[src/rtl/err_irq_ctrl.sv]
module err_irq_ctrl #(
  parameter int VW = 8,
  parameter int AW = 3
) (
  input  logic          clk,
  input  logic          rst_n,
  input  logic [15:0]   cond_i,
  input  logic          upd_i,
  input  logic          wr_i,
  input  logic [AW-1:0] addr_i,
  input  logic [15:0]   wdata_i,
  output logic [15:0]   rdata_o,
  output logic          irq_o,
  output logic [VW-1:0] vec_o
);
  localparam logic [15:0] ERR_BITS = 16'h9FF7;
  localparam logic [15:0] CTL_BITS = 16'h00A8;
  localparam int UPD_BIT = 13;
  localparam int IEN_BIT = 14;
  localparam logic [AW-1:0] A_CTL  = AW'(0);
  localparam logic [AW-1:0] A_STAT = AW'(1);
  localparam logic [AW-1:0] A_MASK = AW'(2);
  localparam logic [AW-1:0] A_DVEC = AW'(3);
  localparam logic [AW-1:0] A_EVEC = AW'(4);

  logic [15:0]   ctl_q, stat_q, mask_q, stat_d;
  logic [VW-1:0] dvec_q, evec_q;
  logic          armed_q, irq_q;

  wire wr_stat   = wr_i && (addr_i == A_STAT);
  wire err       = |(stat_q & mask_q & ERR_BITS);
  wire err_cause = err && (ctl_q[7] || ctl_q[5]);
  wire gate      = ctl_q[3] && stat_q[IEN_BIT];
  wire fire      = gate && (err_cause || stat_q[UPD_BIT]);

  always_comb begin
    logic [15:0] setv, clrv;
    setv = cond_i & ERR_BITS;
    setv[UPD_BIT] = upd_i;
    clrv = wr_stat ? (wdata_i & ~(16'h1 << IEN_BIT)) : 16'h0;
    stat_d = (stat_q & ~clrv) | setv;
    stat_d[IEN_BIT] = wr_stat ? wdata_i[IEN_BIT] : stat_q[IEN_BIT];
  end

  always_ff @(posedge clk) begin
    if (!rst_n) begin
      ctl_q   <= '0;
      stat_q  <= '0;
      mask_q  <= '0;
      dvec_q  <= '0;
      evec_q  <= '0;
      armed_q <= 1'b1;
      irq_q   <= 1'b0;
    end else begin
      stat_q <= stat_d;
      if (wr_i && addr_i == A_CTL)  ctl_q  <= wdata_i & CTL_BITS;
      if (wr_i && addr_i == A_MASK) mask_q <= wdata_i & ERR_BITS;
      if (wr_i && addr_i == A_DVEC) dvec_q <= wdata_i[VW-1:0];
      if (wr_i && addr_i == A_EVEC) evec_q <= wdata_i[VW-1:0];
      if (wr_stat) begin
        irq_q   <= 1'b0;
        armed_q <= 1'b1;
      end else if (armed_q && fire) begin
        irq_q   <= 1'b1;
        armed_q <= 1'b0;
      end
    end
  end

  always_comb begin
    case (addr_i)
      A_CTL:   rdata_o = ctl_q;
      A_STAT:  rdata_o = stat_q;
      A_MASK:  rdata_o = mask_q;
      A_DVEC:  rdata_o = 16'(dvec_q);
      A_EVEC:  rdata_o = 16'(evec_q);
      default: rdata_o = 16'h0;
    endcase
  end

  assign irq_o = irq_q;
  assign vec_o = err_cause ? evec_q : dvec_q;

  AST_RISE_GATED: assert property (@(posedge clk) disable iff (!rst_n)
    $rose(irq_q) |-> $past(ctl_q[3] && stat_q[IEN_BIT]));
  AST_RISE_CAUSE: assert property (@(posedge clk) disable iff (!rst_n)
    $rose(irq_q) |-> $past(err || stat_q[UPD_BIT]));
  AST_REARM_DROP: assert property (@(posedge clk) disable iff (!rst_n)
    wr_stat |=> !irq_q);
  AST_IRQ_HOLD: assert property (@(posedge clk) disable iff (!rst_n)
    (irq_q && !wr_stat) |=> irq_q);
  AST_STICKY: assert property (@(posedge clk) disable iff (!rst_n)
    !wr_stat |=> ((stat_q & $past(stat_q) & ERR_BITS) == ($past(stat_q) & ERR_BITS)));
  AST_IEN_WRITE_ONLY: assert property (@(posedge clk) disable iff (!rst_n)
    !wr_stat |=> $stable(stat_q[IEN_BIT]));
endmodule

[config.mk]
export PLATFORM = sky130hd
export DESIGN_NAME = err_irq_ctrl
export DESIGN_NICKNAME = d
export VERILOG_FILES = /design/src/rtl/err_irq_ctrl.sv
export SDC_FILE = /design/constraint.sdc
export NUM_CORES = 1
export LEC_CHECK = 0
export BUFFER_PORTS_ARGS = -buffer_cell sky130_fd_sc_hd__buf_2
export CAP_MARGIN = 20
export CORE_MARGIN = 8
export CORE_UTILIZATION = 47
export CTS_BUF_LIST = sky130_fd_sc_hd__clkbuf_4 sky130_fd_sc_hd__clkbuf_8 sky130_fd_sc_hd__clkbuf_16
export DETAILED_ROUTE_END_ITERATION = 8
export GPL_TIMING_DRIVEN = 0
export PLACE_DENSITY = 0.8
export SLEW_MARGIN = 40
export SYNTH_ARGS = -nofsm -noshare
export SYNTH_HDL_FRONTEND = slang
export SYNTH_SLANG_ARGS = --single-unit
[constraint.sdc]
create_clock -name clk -period 1.7 [get_ports clk]
set_input_delay 0.17 -clock clk [delete_from_list [all_inputs] [get_ports clk]]
set_output_delay 0.17 -clock clk [all_outputs]
set_load 0.02 [all_outputs]
==> reports/metrics.cfg <==
[cts]
clockRootBuffer = clkbuf_8
cts_tree = built
worstSkewPairLatency_ns = 0.31
cts_buffers = 5
cts_buffer_depth = 2
clk_pin_slew_worst_paths_ns = 0.09
htreeDepth = 2
cts.sink_count = 50

[critical_path]
crit_buf_inv = 2
worstPathArrival_ns = 2.05
crit_chain = a222oi_1 > nand3_1 > o32ai_4 > buf_12 > mux2_4 > buf_6
critPathLaunchType = register
crit_path_max_fanout = 8
crit_slowest_cell = dfxtp_2
reg2regPathDepth = 5
cp-end-kind = output port
cp.depth = 6
cp_data_required_time_ns = 1.53
setup.worst_path.class = reg -> out
cpLargestDelayFamily = compound AO/OA/AOI/OAI gates
max_stage_delay_ns = 0.33

[power]
p_leak_uw = 0.00122
peakVddDrop_uv = 410
power.density_nw_per_um2 = 809

[logic_synthesis]
syn_avg_cell_area_um2 = 8.06
async_flop_share_pct = 0
synth-edff-count = 0
syn_nets = 329
yosysUniqueCellTypes = 30
synth_cells = 290
synthFlopType = dfxtp_1
ys_warn_count = 0
yosysSeqAreaShare_pct = 42.8
synth-seq-cells = 50
syn-cell-area_um2 = 2340

[placed_design]
io_buffers = 59
placed_area_um2 = 2720
place_congestion = 0.895
dpl.hpwl_um = 5140
place_inst = 416

[routing]
ant_nets = 0
drtIter0Drc = 220
routed_wl_um = 6960
drc = 0
viasPerCell = 5.44
first_pass_iters = 5
vias = 2324
wl_per_cell_um = 16.3

[timing]
rsz0062_at_grt = true
worst_slew_pin_slew_ns = 0.607
max_freq_mhz = 451
setup_viol_count_final = 9
setup_slack_ns = -0.520
period_needed_ns = 2.22
clock_skew_ns = 0.00932
slew_headroom_pct = 59.5
fin_crit_sh_pct = 131
finalMaxSlewViolations = 0
final-hold-violation-count = 0

[layout]
final_util_pct = 62.3
design_area_um2 = 2960
drive_gt1_share_pct = 28.3
area_growth_pct = 26.9
layout_commonest_cell = nand2_1
antenna_cells = 0
nFillCells = 436
stdcell_count = 427
nNetsFinal = 398
layout_common_cells = 67 x nand2_1, 57 x buf_2, 47 x dfxtp_1

[floorplanning]
die_h_um = 86.5
rows = 25
die_area_um2 = 7480
ioPinCount = 64
core_um2 = 4750
die_w_um = 86.5
start_util_pct = 49.1

[grt]
grtUsageTotal_pct = 19.0
overflow = 0
grt_pass1_vias = 2215
antenna_found_initial = 0
grt_pass1_wl_um = 11300
grt_max_degree = 15

[run_status]
run_status = finished, violations left
violations = setup timing

[worst_hold_path]
worstHoldPathType = in -> reg
min_path_cells = 3

[flow_run]
maxCapViolCount = 0

-- per-stage QoR --
step | power [µW] | setup slack (ns) | hold WS [ns] | TNS (ns)
2_1_floorplan | 1420 | -0.0599 | 0.257 | -0.479
3_3_place_gp | 1540 | -0.409 | 0.373 | -3.58
3_5_place_dp | 1540 | -0.412 | 0.380 | -3.72
4_1_cts | 2400 | -0.586 | 0.0581 | -4.74
5_1_grt | 2490 | -0.587 | 0.0658 | -4.80
6_report | 2400 | -0.520 | 0.0642 | -4.18
-- registers in the layout, indices dropped and copies added, names as in the netlist --
register  flops
mask_q       13
ctl_q         3
irq_o         1
stat_q       16
evec_q        8
dvec_q        8
armed_q       1
-- cell families (layout without fill, tap and decap cells) --
family / count (synthesis) / in the layout / synth area share [%]
compound gates: 68 / 68 / 17.9
mux: 30 / 30 / 13.6
simple gates: 124 / 124 / 22.5
buf+inv: 18 / 88 / 3.16
flops: 50 / 50 / 42.8
-- synth_stat cells, drive strengths merged, types with 3 or more instances --
library cell / count / area [µm²]
nor3: 4 / 20.0
nor2b: 3 / 18.8
nor2: 40 / 153
buf: 8 / 36.3
o21ai: 8 / 40.0
mux2i: 17 / 170
a22oi: 15 / 113
mux2: 13 / 146
clkbuf: 9 / 33.8
a21oi: 39 / 195
nand2: 67 / 251
dfxtp: 50 / 1000
-- routing by layer --
layer	routed length [µm]	share of wire [%]	vias to the layer above	track usage, %
met5	0	0	-	0
met4	99	1.4	0	5.95
met3	594	8.5	9	4.44
met2	3190	46	95	30.3
met1	3080	44	1081	24.6
li1	-	-	1139	-
-- power breakdown --
group          leakage, µW  switching [µW]  internal, µW
registers         0.000409            38.7          1210
clock network    0.0000593             386           473
logic             0.000756             170           119
total              0.00122             595          1800
-- final cells by class --
class / count / area, µm² / share of cell area [%]
Clock buffer: 7 / 83.8 / 2.83
Sequential cell: 50 / 1000 / 33.9
Buffer: 17 / 77.6 / 2.62
Inverter: 1 / 3.75 / 0.127
Clock inverter: 1 / 30.0 / 1.01
Tap cell: 67 / 83.8 / 2.83
Timing Repair Buffer: 62 / 380 / 12.8
Multi-Input combinational cell: 222 / 1300 / 43.9
-- worst min-delay path: cells and delay by family --
kind / cells / cell delay [ns]
AOI/OAI and AO/OA: 1 / 0.03
buffers and inverters: 1 / 0.07
and+or+nand+nor: 1 / 0.07
-- worst paths after layout --
kind | from | end | slack, ns
worst max-delay path | mask_q[0]$_SDFFE_PN0P_ | vec_o[7] | -0.52
worst min register to register | stat_q[3]$_SDFF_PN0_ | stat_q[3]$_SDFF_PN0_ | 0.45
worst max register to register | mask_q[0]$_SDFFE_PN0P_ | irq_o$_SDFFE_PP0P_ | -0.09
worst min-delay path | cond_i[5] | stat_q[5]$_SDFF_PN0_ | 0.06
-- repair_timing --
action / 4_1_cts / 5_1_grt
hold buffers: 0 / 0
setup buffers: 3 / 0
gates cloned: 0 / 0
endpoints found under the setup margin: 17 / 21
pin swaps: 5 / 4
gates resized for setup: 28 / 9
No activity file was read; power rests on OpenSTA's default activity.
